==> src/rtl/ir_acc_pkg.sv <==
package ir_acc_pkg;
  localparam int NUM_FLAGS = 4;

  typedef enum int unsigned {
    FL_RECV   = 0,
    FL_FULL   = 1,
    FL_BMATCH = 2,
    FL_CMATCH = 3
  } flag_idx_e;
endpackage

==> src/rtl/ir_acc_clr_seq.sv <==
// Counter-clear sequencer: detects the enable rising edge, runs the busy
// window and decides when the symbol stream is open.
module ir_acc_clr_seq #(
  parameter int CLR_CYCLES = 2,
  localparam int BW = $clog2(CLR_CYCLES + 1)
) (
  input  logic clk,
  input  logic rst_n,
  input  logic cnt_en,
  input  logic cnt_clr,
  output logic start,
  output logic rise,
  output logic busy,
  output logic settled
);
  logic          en_q;
  logic [BW-1:0] busy_cnt;

  assign rise    = cnt_en & ~en_q;
  assign start   = cnt_clr | rise;
  assign busy    = (busy_cnt != '0);
  assign settled = cnt_en & en_q & ~busy;

  always_ff @(posedge clk or negedge rst_n) begin
    if (!rst_n) begin
      en_q     <= 1'b0;
      busy_cnt <= '0;
    end else begin
      en_q <= cnt_en;
      if (start)
        busy_cnt <= BW'(CLR_CYCLES);
      else if (busy)
        busy_cnt <= busy_cnt - 1'b1;
    end
  end
endmodule

==> src/rtl/ir_acc_store.sv <==
// Bit counter and multi-word receive buffer.
module ir_acc_store #(
  parameter int WORD_W    = 32,
  parameter int NUM_WORDS = 2,
  localparam int TOTAL    = WORD_W * NUM_WORDS,
  localparam int CNT_W    = $clog2(TOTAL + 1),
  localparam int BIT_W    = $clog2(WORD_W)
) (
  input  logic                             clk,
  input  logic                             rst_n,
  input  logic                             accept,
  input  logic                             bit_in,
  input  logic                             drop,
  input  logic                             clr_cnt,
  input  logic                             wipe,
  output logic [CNT_W-1:0]                 count,
  output logic [CNT_W-1:0]                 next_count,
  output logic [NUM_WORDS-1:0][WORD_W-1:0] words,
  output logic                             stored,
  output logic                             stored_last,
  output logic                             overflow_hit
);
  logic             at_max;
  int unsigned      idx;
  int unsigned      cur_word;
  logic [BIT_W-1:0] bit_pos;

  assign at_max       = (count == CNT_W'(TOTAL));
  assign stored       = accept & ~at_max & ~drop & ~clr_cnt;
  assign overflow_hit = accept & at_max & ~clr_cnt;
  assign next_count   = count + 1'b1;
  assign stored_last  = stored & (count == CNT_W'(TOTAL - 1));

  always_comb begin
    idx      = 32'(count);
    cur_word = idx / WORD_W;
    bit_pos  = BIT_W'(idx % WORD_W);
  end

  always_ff @(posedge clk or negedge rst_n) begin
    if (!rst_n)
      count <= '0;
    else if (clr_cnt)
      count <= '0;
    else if (stored)
      count <= next_count;
  end

  for (genvar w = 0; w < NUM_WORDS; w++) begin : g_word
    logic [WORD_W-1:0] q;
    always_ff @(posedge clk or negedge rst_n) begin
      if (!rst_n)
        q <= '0;
      else if (wipe)
        q <= '0;
      else if (stored && cur_word == 32'(w))
        q[bit_pos] <= bit_in;
    end
    assign words[w] = q;
  end
endmodule

==> src/rtl/ir_acc_match.sv <==
// Length compare and one-shot masked data compare.
module ir_acc_match #(
  parameter int WORD_W = 32,
  parameter int CMP_W  = 8,
  parameter int CNT_W  = 7,
  localparam int SEL_W = $clog2(CMP_W)
) (
  input  logic              clk,
  input  logic              rst_n,
  input  logic [CNT_W-1:0]  count,
  input  logic [CNT_W-1:0]  next_count,
  input  logic              stored,
  input  logic [WORD_W-1:0] low_word,
  input  logic              bc_en,
  input  logic [CNT_W-1:0]  bc_len,
  input  logic              dc_en,
  input  logic [CMP_W-1:0]  dc_expect,
  input  logic [SEL_W-1:0]  dc_sel,
  input  logic              rearm,
  output logic              bmatch_set,
  output logic              cmatch_set
);
  logic             armed;
  logic             check;
  logic [CMP_W-1:0] mask;
  logic [CMP_W-1:0] diff;

  for (genvar i = 0; i < CMP_W; i++) begin : g_mask
    assign mask[i] = (SEL_W'(i) <= dc_sel);
  end

  assign diff       = (low_word[CMP_W-1:0] ^ dc_expect) & mask;
  assign check      = armed & dc_en & (count > CNT_W'(dc_sel));
  assign cmatch_set = check & (diff == '0);
  assign bmatch_set = stored & bc_en & (next_count == bc_len);

  always_ff @(posedge clk or negedge rst_n) begin
    if (!rst_n)
      armed <= 1'b1;
    else if (rearm)
      armed <= 1'b1;
    else if (check)
      armed <= 1'b0;
  end
endmodule

==> src/rtl/ir_acc_flags.sv <==
// Sticky event flags: set wins over write-one clear, init wins over both.
module ir_acc_flags #(
  parameter int N = 4
) (
  input  logic         clk,
  input  logic         rst_n,
  input  logic         init,
  input  logic [N-1:0] set,
  input  logic [N-1:0] w1c,
  output logic [N-1:0] q
);
  for (genvar i = 0; i < N; i++) begin : g_flag
    always_ff @(posedge clk or negedge rst_n) begin
      if (!rst_n)
        q[i] <= 1'b0;
      else if (init)
        q[i] <= 1'b0;
      else if (set[i])
        q[i] <= 1'b1;
      else if (w1c[i])
        q[i] <= 1'b0;
    end
  end
endmodule

==> src/rtl/ir_bit_accum.sv <==
module ir_bit_accum
  import ir_acc_pkg::*;
#(
  parameter int WORD_W     = 32,
  parameter int CMP_W      = 8,
  parameter int CLR_CYCLES = 2,
  localparam int NUM_WORDS = 2,
  localparam int TOTAL     = WORD_W * NUM_WORDS,
  localparam int CNT_W     = $clog2(TOTAL + 1),
  localparam int SEL_W     = $clog2(CMP_W)
) (
  input  logic              clk,
  input  logic              rst_n,
  input  logic              cnt_en,
  input  logic              cnt_clr,
  input  logic              data_clr,
  input  logic              sym_valid,
  input  logic              sym_bit,
  output logic              sym_ready,
  input  logic              rx_err,
  input  logic              err_bypass,
  input  logic              bc_en,
  input  logic [CNT_W-1:0]  bc_len,
  input  logic              dc_en,
  input  logic [CMP_W-1:0]  dc_expect,
  input  logic [SEL_W-1:0]  dc_sel,
  input  logic              dc_rearm,
  input  logic              w1c_recv,
  input  logic              w1c_full,
  input  logic              w1c_bmatch,
  input  logic              w1c_cmatch,
  output logic [WORD_W-1:0] data_lo,
  output logic [WORD_W-1:0] data_hi,
  output logic [CNT_W-1:0]  bit_count,
  output logic              recv_flag,
  output logic              full_flag,
  output logic              bmatch_flag,
  output logic              cmatch_flag,
  output logic              clr_busy
);
  logic                             clr_start, en_rise, stream_open;
  logic                             accept, drop, wipe;
  logic                             stored, stored_last, overflow_hit;
  logic                             bmatch_set, cmatch_set;
  logic [CNT_W-1:0]                 next_count;
  logic [NUM_WORDS-1:0][WORD_W-1:0] words;
  logic [NUM_FLAGS-1:0]             flag_set, flag_w1c, flag_q;

  ir_acc_clr_seq #(.CLR_CYCLES(CLR_CYCLES)) u_clr (
    .clk     (clk),
    .rst_n   (rst_n),
    .cnt_en  (cnt_en),
    .cnt_clr (cnt_clr),
    .start   (clr_start),
    .rise    (en_rise),
    .busy    (clr_busy),
    .settled (stream_open)
  );

  assign sym_ready = stream_open;
  assign accept    = sym_valid & stream_open;
  assign drop      = rx_err & ~err_bypass;
  assign wipe      = data_clr & ~cnt_en;

  ir_acc_store #(.WORD_W(WORD_W), .NUM_WORDS(NUM_WORDS)) u_store (
    .clk          (clk),
    .rst_n        (rst_n),
    .accept       (accept),
    .bit_in       (sym_bit),
    .drop         (drop),
    .clr_cnt      (clr_start),
    .wipe         (wipe),
    .count        (bit_count),
    .next_count   (next_count),
    .words        (words),
    .stored       (stored),
    .stored_last  (stored_last),
    .overflow_hit (overflow_hit)
  );

  assign data_lo = words[0];
  assign data_hi = words[1];

  ir_acc_match #(.WORD_W(WORD_W), .CMP_W(CMP_W), .CNT_W(CNT_W)) u_match (
    .clk        (clk),
    .rst_n      (rst_n),
    .count      (bit_count),
    .next_count (next_count),
    .stored     (stored),
    .low_word   (data_lo),
    .bc_en      (bc_en),
    .bc_len     (bc_len),
    .dc_en      (dc_en),
    .dc_expect  (dc_expect),
    .dc_sel     (dc_sel),
    .rearm      (dc_rearm | clr_start),
    .bmatch_set (bmatch_set),
    .cmatch_set (cmatch_set)
  );

  always_comb begin
    flag_set            = '0;
    flag_set[FL_RECV]   = stored;
    flag_set[FL_FULL]   = stored_last | overflow_hit;
    flag_set[FL_BMATCH] = bmatch_set;
    flag_set[FL_CMATCH] = cmatch_set;
    flag_w1c            = '0;
    flag_w1c[FL_RECV]   = w1c_recv;
    flag_w1c[FL_FULL]   = w1c_full;
    flag_w1c[FL_BMATCH] = w1c_bmatch;
    flag_w1c[FL_CMATCH] = w1c_cmatch;
  end

  ir_acc_flags #(.N(NUM_FLAGS)) u_flags (
    .clk   (clk),
    .rst_n (rst_n),
    .init  (en_rise),
    .set   (flag_set),
    .w1c   (flag_w1c),
    .q     (flag_q)
  );

  assign recv_flag   = flag_q[FL_RECV];
  assign full_flag   = flag_q[FL_FULL];
  assign bmatch_flag = flag_q[FL_BMATCH];
  assign cmatch_flag = flag_q[FL_CMATCH];
endmodule

==> config.mk <==
export PLATFORM = sky130hd
export DESIGN_NAME = ir_bit_accum
export DESIGN_NICKNAME = d
export VERILOG_FILES = /design/src/rtl/ir_acc_pkg.sv /design/src/rtl/ir_acc_clr_seq.sv /design/src/rtl/ir_acc_store.sv /design/src/rtl/ir_acc_match.sv /design/src/rtl/ir_acc_flags.sv /design/src/rtl/ir_bit_accum.sv
export SDC_FILE = /design/constraint.sdc
export NUM_CORES = 1
export LEC_CHECK = 0
export BUFFER_PORTS_ARGS = -buffer_cell sky130_fd_sc_hd__clkbuf_2
export CAP_MARGIN = 20
export CORE_MARGIN = 2
export CORE_UTILIZATION = 30
export DETAILED_ROUTE_END_ITERATION = 7
export GPL_TIMING_DRIVEN = 0
export PLACE_DENSITY = 0.49
export SLEW_MARGIN = 20
export SYNTH_ARGS = -nofsm -noshare
export SYNTH_HDL_FRONTEND = slang
export SYNTH_SLANG_ARGS = --single-unit
==> constraint.sdc <==
create_clock -name clk -period 3.2 [get_ports clk]
set_clock_uncertainty 0.2 [all_clocks]
set_input_delay 0.16 -clock clk [delete_from_list [all_inputs] [get_ports clk]]
set_output_delay 0.16 -clock clk [all_outputs]
set_load 0.005 [all_outputs]
# Word-level counts from Yosys, hierarchy flattened
# Cells that the tools add are included.
# W data, S select, Z words.
# totals
word_cells,97
in_bits,34
ff_bits,79
output_inout_bits,77
# op_classes
magnitude_cmp,11
bitwise_logic,29
eq_ne,4
muxes,26
reduce_logical,15
add_sub_neg,2
# op_table
op,n
$mux W32,4
$bwmux W32,2
$logic_not A32 Y1,1
$and A1 B1 Y1,17
$mux W1,15
$mux W7,2
$le A3 B3 Y1 const A,4
$reduce_bool A2 Y1,6
$reduce_bool A3 Y1,4
$and A8 B8 Y8,1
$logic_not A8 Y1,1
$xor A8 B8 Y8,1
$add A7 B1 Y7 const B,1
$eq A7 B6 Y1 const B,1
$eq A7 B7 Y1,1
$eq A7 B7 Y1 const B,1
$gt A7 B3 Y1,1
$not A1 Y1,7
$le A1 B3 Y1 const A,2
$le A2 B3 Y1 const A,2
$lt A5 B6 Y1 const B,1
$demux W1 S5,1
$ge A5 B1 Y1 const B,1
$mux W2,2
other kinds (4),8

# Longest topological paths before layout
# Gate-level depths: netlist of run 1.
# logic_depth
depth_word,11
mapped_depth,9
mapped_depth_nobuf,7

# Modules after synthesis
# From an unflattened synthesis of run 1, not the netlist that was laid out.
# unflattened
cells_unflattened,450
hier_area_um2,4647.0
# by_module_without_submodules
module,seq_area_each_um2,area_each_um2,n_inst,cells_per_inst
ir_acc_store,1776.7,3962.6,1,370
ir_acc_match,26.3,337.8,1,45
ir_acc_flags,100.1,160.2,1,16
ir_acc_clr_seq,75.1,155.1,1,14
ir_bit_accum,0.0,31.3,1,5

# Least setup slack after synthesis of run 1
# OpenSTA, ideal clock, no wires.
# synth_path
kind,flip-flop to flip-flop
start,register u_clr.busy_cnt[0]
end,register u_store.g_word[1].q[17]
t_required_ps,2868
path_stages_with_launch,10
path_slack_ps,877
synth_period_minus_slack_ps,2323
path_buffers,2
arrival_time_ps,1992
cell_sequence,dfrtp_1 -> inv_1 -> ha_1 -> nand4_2 -> or4_1 -> buf_2 -> buf_6 -> nor4_4 -> mux2i_1 -> nor2_1
# synth_via
elab_chain_cells,9
# synth_lines
item,line,source
from (decl),ir_acc_clr_seq.sv:17,logic [BW-1:0] busy_cnt;
from (signal assigned),ir_acc_clr_seq.sv:31,busy_cnt <= BW'(CLR_CYCLES);
from (signal assigned),ir_acc_clr_seq.sv:33,busy_cnt <= busy_cnt - 1'b1;
$reduce_bool A2 Y1,ir_acc_clr_seq.sv:21,assign busy = (busy_cnt != '0);
$not A1 Y1,ir_acc_clr_seq.sv:22,assign settled = cnt_en & en_q & ~busy;
$and A1 B1 Y1,ir_acc_clr_seq.sv:22,
$and A1 B1 Y1,ir_bit_accum.sv:61,assign accept = sym_valid & stream_open;
$and A1 B1 Y1 (3 in series),ir_acc_store.sv:29,assign stored = accept & ~at_max & ~drop & ~clr_cnt;
$logic_and A1 B1 Y1,ir_acc_store.sv:56,else if (stored && cur_word == 32'(w))
$reduce_bool A2 Y1 (no source line),-,
"to (signal, indexed assignment)",ir_acc_store.sv:57,q[bit_pos] <= bit_in;
to (decl),ir_acc_store.sv:50,logic [WORD_W-1:0] q;
# No other way between the ends.
# A chain may end at the register's enable or synchronous reset.

# Final worst setup path of run 1
# layout_path
start,register u_clr.busy_cnt[0]
end,register u_store.g_word[1].q[22]
# Same word-level chain as after synthesis.

==> results of run 1 <==
[area by class of cell]
type | count | area, sq um
buffer | 38 | 155
clock buffer | 12 | 256
clock inverter | 4 | 76.3
fill | 1454 | 8370
inverter | 11 | 41.3
multi-input combinational | 307 | 2040
sequential | 79 | 1980
tap | 180 | 225
timing repair buffer | 117 | 634
[critical path, cell delays in order (launching register included)]
cell and delay, ns:
dfrtp_1 0.39, inv_1 0.06, ha_1 0.29, nand4_2 0.21, nor4_2 0.65, and3_1 0.27, clkbuf_1 0.25, nand4_1 0.14
a21oi_1 0.17
[cell usage in the layout, fill, tap and decap left out, types with 3 or more instances in the layout]
cell type	count
o21ai_1	6
xor2_1	15
nand3_1	22
clkbuf_16	9
o41ai_1	6
nor3_1	5
nand2b_1	7
or3_1	3
nor4_1	5
inv_1	11
xnor2_1	6
o311ai_0	6
a21oi_1	27
mux2i_1	17
dlygate4sd3_1	8
o211ai_1	20
nand2_1	20
nor2_1	33
o21ai_0	23
or2_2	3
clkbuf_8	3
nor4_2	4
nand3b_1	3
nor2b_1	7
o31ai_1	20
nand4_1	12
dfrtp_1	78
ha_1	8
and3_1	5
a211o_1	3
clkbuf_1	32
clkbuf_2	108
buf_2	4
[per-stage QoR]
| stage | cell area (sq um) | setup slack (ns) |
|---|---|---|
| 3_5_place_dp | 4990 | 0.557 |
| 2_1_floorplan | 4210 | 0.877 |
| 4_1_cts | 5410 | 0.524 |
| 3_3_place_gp | 4980 | 0.597 |
| 6_report | 5410 | 0.485 |
| 5_1_grt | 5410 | 0.289 |
[cell families after synthesis]
group	Yosys count	share of synthesized area (%)
flops	79	47.0
buf+inv	49	4.66
mux	17	4.04
compound gates	120	18.7
simple gates	141	18.9
xor+xnor	21	4.37
fa+ha+maj	8	2.38
[final timing paths]
path / cells past startpoint / startpoint / end
min reg2reg: 1 / u_clr.busy_cnt[1] / u_clr.busy_cnt[1]
min: 4 / w1c_full / u_flags.q[1]
max: 8 / u_clr.busy_cnt[0] / u_store.g_word[1].q[22]
min in group asynchronous: 2 / rst_n / u_store.count[6]
max in group asynchronous: 2 / rst_n / u_store.g_word[0].q[30]
max reg2reg: 8 / u_clr.busy_cnt[0] / u_store.g_word[1].q[22]
[metal layers]
layer	up-vias	GRT usage, %	wire (um)
li1	1872	-	-
met1	1919	26.1	6330
met2	105	27.8	6240
met3	18	3.16	663
met4	0	7.90	294
met5	-	0	0
[power breakdown]
group | switching (uW) | internal (uW)
logic | 109 | 58.5
registers | 5.31 | 1010
clock network | 427 | 729
[registers in the layout, indices dropped and copies added (netlist names)]
name / cells
u_clr.en_q: 1
u_store.count: 7
u_flags.q: 4
u_store.g_word.q: 64
u_clr.busy_cnt: 2
u_match.armed: 1
==> impl_metrics.toml, run 1 <==
[outcome]
status = "finished with violations"
violations = "negative hold slack"

[final_layout]
final_core_util_pct = 39.2
final_cell_count_no_fill = 748
drive_gt1_share_pct = 24.8
n_antenna_cell = 0
syn2layout_area_growth_pct = 28.3
fin_nets = 605

[placed_design]
finalWeightedCongestion = 0.875
dp_cells = 724
dp_hpwl_um = 9850
numPortBuffers = 109

[detailed_routing]
drt_iter0_markers = 279
drc_errors = 0
first_pass_iters = 4
vias = 3914
avgViaCountPerCell = 5.23
routed_wl_um = 13500
ant_nets = 0
wl_per_cell_um = 18.1

[synth]
synth_top_cell_by_area = "dfrtp_1"
ys_ff_latch = 79
yosysWarnings = 0
synthTopCellsByCount = "dfrtp_1 (78), nor2_1 (33), clkbuf_1 (31)"
yosysSeqAreaShare_pct = 47.0
async_flop_share_pct = 100
synthCells = 435
yosysMostFrequentCell = "dfrtp_1"
syn_nets = 477
ys_types = 50
synth_ff_type = "dfrtp_1"
synth_area_per_cell_sq_um = 9.68
synth_edf_count = 0
synth_area_sq_um = 4210
synth.top_cell.area_share_pct = 46.3
synthTopCellsByArea = "dfrtp_1 (46%), mux2i_1 (4.0%), o211ai_1 (3.6%)"

[cts]
cts_inserted_buffers = 9
cts_hold_buffers = 8
cts_tree = "built"
cts_root_buf = "clkbuf_16"
cts.sink_count = 79
post_cts_resized = 0
h-tree-depth = 3
clk_latency_ns = 0.34
clkTransAtPathRegs_ns = 0.06
post_cts_buffers = 0
cts_max_path_buffers = 2

[sta]
hold_viol = 1
worstMarginPinSlew_ns = 0.810
setup_viol = 0
slew_violations = 0
timing.hold.ws_ns = -0.00167
slew-limit-headroom_pct = 45.5
rsz0062_at_grt = "false"
fmaxAchievable_ghz = 0.368
fin_crit_sh_pct = 84.8
fin_crit_ns = 2.71
setup_tns_ns = 0

[worst_hold_path]
worstHoldPathType = "input pin to register"

[die]
die_h_um = 123
die_area_sq_um = 15000
die_w_um = 123
row_count = 43
core_sq_um = 13800
start_util_pct = 30.6
ios = 111

[global_routing]
grt_pass1_vias = 3724
grt_pass1_wl_um = 20800
antenna_found_initial = 0
grt_max_degree = 80
overflow = 0
grt_util_all_layers_pct = 18.5

[setup_path]
required_ns = 3.26
startpoint_type = "register"
rrSetupSlack_ns = 0.49
end_kind = "register"
criticalPathCategory = "register to register"
worstPathMaxFanout = 8
cp_data_arrival_time_ns = 2.78

[power]
cellLeakagePower_uw = 0.00243
power_uw = 2330
ir_worst_vdd_uv = 287
powerDensity_nw_per_um2 = 432

[flow_run]
maxCapViolCount = 0
Note: power is estimated with default switching activity, not from simulation.
==> run 2, diff against run 1 <==
==> constraint.sdc (replaced) <==
create_clock -name clk -period 2.7 [get_ports clk]
set_clock_uncertainty 0.2 [all_clocks]
set_input_delay 0.135 -clock clk [delete_from_list [all_inputs] [get_ports clk]]
set_output_delay 0.135 -clock clk [all_outputs]
set_load 0.005 [all_outputs]
==> run 2 against run 1 <==
  * The run now ends clean
  * Die area did not move
  * Final cell count did not move
  * Flip-flop and latch count did not move
  * Sequential power rose by 19%
  * First-iteration DRC count fell by 1.4%
  * Count of clock-buffer cells in the layout did not move
  * Clock power rose by 17%
  * Cell area rose by 0.49%
  * Via count rose by 0.33%
  * Utilization rose by 0.19 points
  * Combinational power rose by 22%
  * Worst hold slack improved by 0.053 ns
  * Highest routed layer unchanged
==> impl_metrics.toml, run 2 (synthesis results as in run 1) <==
[cts]
cts_max_path_buffers = 2
clkTransAtPathRegs_ns = 0.06
post_cts_buffers = 0
cts_tree = "built"
h-tree-depth = 3
cts_inserted_buffers = 9
clk_latency_ns = 0.34
cts_root_buf = "clkbuf_16"
cts.sink_count = 79

[power]
p_switching_uw = 636
pwr-share-clk_pct = 49.3
combPwrFrac_pct = 7.4
cellLeakagePower_uw = 0.00243
p_int_uw = 2130
p_sw_share_pct = 23.0
powerDensity_nw_per_um2 = 509
ir_worst_vdd_uv = 337
seq_power_share_pct = 43.4

[final_layout]
n_antenna_cell = 0
fin_area_sq_um = 5430
final_core_util_pct = 39.4
fin_nets = 605
drive_gt1_share_pct = 25.0
largest-register = "u_store.g_word.q"
syn2layout_area_growth_pct = 28.9
reg.largest.list = "u_store.g_word.q (64), u_store.count (7), u_flags.q (4)"
final_cell_mix = "clkbuf_2 (108), dfrtp_1 (78), nor2_1 (33)"
layout_commonest_cell = "clkbuf_2"
largest_reg_flops = 64

[sta]
fmaxAchievable_ghz = 0.393
setup_viol = 0
fin_crit_sh_pct = 94.1
layout_setup_ws_ns = 0.158
slew-limit-headroom_pct = 55.8
hold_viol = 0
fin_crit_ns = 2.54
worstMarginPinSlew_ns = 0.663
slew_violations = 0
timing.hold.ws_ns = 0.0516

[global_routing]
overflow = 0
grt_pass1_vias = 3727
grt_util_all_layers_pct = 18.5
grt_max_degree = 80
antenna_found_initial = 0
grt_pass1_wl_um = 20800

[setup_path]
cp_data_arrival_time_ns = 2.54
worstPathMaxFanout = 10
cp_cell_sequence = "inv_1 -> ha_2 -> nand4_4 -> or4_1 -> buf_2 -> buf_6 -> nor4_2 -> mux2i_1 -> nor2_1"
startpoint_type = "register"
crit_slowest_cell = "or4_1"
end_kind = "register"
required_ns = 2.70
cp_slowest_stage_delay_ns = 0.45
criticalPathCategory = "register to register"

[die]
die_h_um = 123
die_w_um = 123
start_util_pct = 30.6
die_area_sq_um = 15000
core_sq_um = 13800
ios = 111
row_count = 43

[outcome]
status = "finished, final reports clean"

[placed_design]
finalWeightedCongestion = 0.875
dpl-instance-area_sq_um = 4990
pre_cts_slack_ns = 0.0566
dp_hpwl_um = 9850
numPortBuffers = 109

[detailed_routing]
ant_nets = 0
drt_iter0_markers = 275
avgViaCountPerCell = 5.25
vias = 3927
drc_errors = 0
first_pass_iters = 4
wl_per_cell_um = 18.0
routed_wl_um = 13500

[worst_hold_path]
worstHoldPathType = "input pin to register"

[flow_run]
maxCapViolCount = 0
-- run 2: what timing repair did --
item | 4_1_cts | 5_1_grt
endpoints found under the hold margin | 84 | 0
hold buffers | 9 | 0
setup endpoints to repair | 0 | 25
resized for setup | 0 | 4
-- run 2: path summary, 6_finish.rpt --
path	slack, ns	endpoint	from	cells past startpoint
worst min register to register	0.29	u_clr.busy_cnt[1]	u_clr.busy_cnt[1]	1
max in group asynchronous	1.64	u_store.g_word[0].q[30]	rst_n	2
worst min-delay path	0.05	u_store.g_word[1].q[12]	cnt_clr	3
worst max register to register	0.16	u_store.g_word[1].q[15]	u_clr.busy_cnt[0]	9
worst max-delay path	0.16	u_store.g_word[1].q[15]	u_clr.busy_cnt[0]	9
min in group asynchronous	0.19	u_clr.en_q	rst_n	2
-- run 2: final cells by class --
| type | instances | area [sq um] |
|---|---|---|
| sequential | 79 | 1980 |
| inverter | 11 | 41.3 |
| clock buffer | 12 | 256 |
| buffer | 37 | 151 |
| timing repair buffer | 118 | 644 |
| clock inverter | 4 | 76.3 |
| tap | 180 | 225 |
| fill | 1453 | 8340 |
| multi-input combinational | 307 | 2060 |
-- run 2: stage by stage --
stage | total power (uW) | setup TNS, ns | std cells
after floorplan | 1320 | 0 | 435
after global placement | 1410 | 0 | 724
after detailed placement | 1410 | 0 | 724
after CTS | 2800 | 0 | 749
after global routing | 2880 | -0.00366 | 748
final | 2770 | 0 | 748
-- run 2: critical path: cells and delay by family, from the launching register on --
| kind | cells | cell delay [ns] |
|---|---|---|
| buffers and inverters | 3 | 0.44 |
| multiplexers | 1 | 0.23 |
| flip-flops | 1 | 0.39 |
| AND/OR/NAND/NOR | 4 | 0.88 |
| adder cells (fa/ha/maj) | 1 | 0.27 |
-- run 2: per-layer routing --
metal  wire length [um]  vias to the layer above  track usage, %
met4                340                        0            7.90
met2               6180                      115            27.9
li1                   -                     1872               -
met1               6340                     1916            26.1
met3                631                       24            3.16
met5                  0                        -               0
-- run 2: power groups by stage --
stage	Clock, uW	Combinational, uW	Sequential (uW)
2_1_floorplan	0	99.7	1220
6_report	1360	204	1200
5_1_grt	1450	228	1200
3_5_place_dp	0	193	1220
3_3_place_gp	0	189	1220
4_1_cts	1400	202	1200
==> run 3, diff against run 2 <==
--- a/config.mk
+++ b/config.mk
@@ -11,7 +11,6 @@
 export CORE_UTILIZATION = 30
 export DETAILED_ROUTE_END_ITERATION = 7
 export GPL_TIMING_DRIVEN = 0
-export PLACE_DENSITY = 0.49
 export SLEW_MARGIN = 20
 export SYNTH_ARGS = -nofsm -noshare
 export SYNTH_HDL_FRONTEND = slang
==> constraint.sdc (replaced) <==
create_clock -name clk -period 2.25 [get_ports clk]
set_clock_uncertainty 0.2 [all_clocks]
set_input_delay 0.1125 -clock clk [delete_from_list [all_inputs] [get_ports clk]]
set_output_delay 0.1125 -clock clk [all_outputs]
set_load 0.005 [all_outputs]
==> run 3 against run 2 <==
  * The flow now finishes with violations (negative setup slack)
  * Total power up 21%
  * Critical path depth down 1
  * Utilization up 2.0 points
  * Cell area up 5.1%
==> impl_metrics.toml, run 3 (synthesis results as in run 1) <==
[outcome]
status = "finished with violations"
violations = "negative setup slack"

[final_layout]
fin_area_sq_um = 5710
final_cell_mix = "clkbuf_2 (112), dfrtp_1 (75), nor2_1 (32)"
n_antenna_cell = 0
syn2layout_area_growth_pct = 35.5
final_core_util_pct = 41.5
reg.largest.list = "u_store.g_word.q (64), u_store.count (7), u_flags.q (4)"
largest_reg_flops = 64
fin_nets = 612
final_cell_count_no_fill = 755
layout_commonest_cell = "clkbuf_2"
drive_gt1_share_pct = 34.3
n_fill_cell = 1382
largest-register = "u_store.g_word.q"

[setup_path]
criticalPathCategory = "register to register"
cp_data_arrival_time_ns = 2.31
worstPathMaxFanout = 8
cp_slowest_stage_delay_ns = 0.53
startpoint_type = "register"
end_kind = "register"
cp_cell_sequence = "inv_2 -> ha_4 -> nand4_4 -> or4_4 -> buf_8 -> nor4_4 -> mux2i_1 -> nor2_1"
required_ns = 2.27
reg2reg_depth = 8
crit_slowest_cell = "or4_4"

[cts]
clkTransAtPathRegs_ns = 0.06
cts.sink_count = 79
cts_root_buf = "clkbuf_16"
cts_max_path_buffers = 2
cts_tree = "built"
cts_inserted_buffers = 9
h-tree-depth = 3
clk_latency_ns = 0.35

[sta]
worstMarginPinSlew_ns = 0.622
layout_setup_ws_ns = -0.0479
rsz0062_at_grt = "true"
slew_violations = 0
hold_viol = 0
setup_viol = 13
fmaxAchievable_ghz = 0.435
slew-limit-headroom_pct = 58.5
fin_crit_sh_pct = 102
fin_crit_ns = 2.30

[detailed_routing]
wl_per_cell_um = 18.1
drt_iter0_markers = 300
vias = 4032
ant_nets = 0
avgViaCountPerCell = 5.34
drc_errors = 0
routed_wl_um = 13700
first_pass_iters = 5

[power]
power_uw = 3350
ir_worst_vdd_uv = 400
cellLeakagePower_uw = 0.00253
powerDensity_nw_per_um2 = 587

[placed_design]
dp_cells = 725
pre_cts_slack_ns = -0.316
dp_hpwl_um = 10000
numPortBuffers = 109
dpl-instance-area_sq_um = 5030
finalWeightedCongestion = 0.883

[global_routing]
grt_max_degree = 44
overflow = 0
grt_pass1_wl_um = 21300
grt_pass1_vias = 4005
antenna_found_initial = 0
grt_util_all_layers_pct = 18.6

[die]
start_util_pct = 30.6
row_count = 43
core_sq_um = 13800
ios = 111
die_w_um = 123
die_area_sq_um = 15000
die_h_um = 123

[flow_run]
maxCapViolCount = 0

[worst_hold_path]
hold_depth = 4
worstHoldPathType = "input pin to register"
==> run 3: cell count changes in the layout (fill, tap and decap cells not counted), moves of 4 or more <==
cell and change:
buf_4 +11, clkbuf_2 +4, o21ai_0 -4, o21ai_2 +4
o311ai_2 +4, o311ai_0 -4, clkbuf_1 -12
==> run 3: per-stage QoR <==
step | setup TNS (ns) | hold slack [ns]
after detailed placement | -6.44 | -0.0398
after global routing | -3.45 | 0.0385
after floorplan | 0 | -0.383
after CTS | -0.111 | 0.00975
after global placement | -5.50 | 0.114
final | -0.394 | 0.0109
==> run 3: repair_timing <==
item                                    in CTS  in global routing
endpoints found under the hold margin       42                  0
gates resized for setup                     22                 46
cloned                                       0                  1
buffers inserted                             8                  3
pin swaps                                    1                  7
endpoints found under the setup margin      41                 55
hold buffers                                 8                  0
==> run 3: area by class of cell <==
type	count	area, sq um	share of cell area, %
Buffer	32	159	2.78
Clock inverter	5	80.1	1.40
Multi-Input combinational cell	307	2220	38.9
Tap cell	180	225	3.94
Timing Repair Buffer	130	748	13.1
Inverter	11	41.3	0.723
Clock buffer	11	253	4.43
Sequential cell	79	1980	34.7
==> run 3: critical path, delay by kind of cell, from the launching register on <==
family | cells | cell delay, ns
buf+inv | 2 | 0.26
flops | 1 | 0.39
mux | 1 | 0.23
fa+ha+maj | 1 | 0.14
simple gates | 4 | 0.94
==> run 3: routing by layer <==
layer  up-vias  GRT usage, %  routed length [um]
met5         -             0                   0
met4         0          6.47                 277
met3        27          4.69                 788
met2       145          29.0                6350
met1      1976          25.0                6280
li1       1884             -                   -
==> run 3: final timing paths <==
| check | start | endpoint | slack, ns |
|---|---|---|---|
| max | u_clr.busy_cnt[1] | u_store.g_word[1].q[17] | -0.05 |
| min | dc_sel[2] | u_flags.q[3] | 0.01 |
| max reg2reg | u_clr.busy_cnt[1] | u_store.g_word[1].q[17] | -0.05 |
| min reg2reg | u_clr.busy_cnt[1] | u_clr.busy_cnt[1] | 0.33 |
| max in group asynchronous | rst_n | u_store.g_word[1].q[25] | 1.13 |
| min in group asynchronous | rst_n | u_clr.en_q | 0.11 |
==> run 3: power by group <==
group	leakage, uW	switching, uW	internal (uW)
logic	0.00128	169	107
clock network	0.000158	606	1030
registers	0.00109	8.43	1430
total	0.00253	784	2570
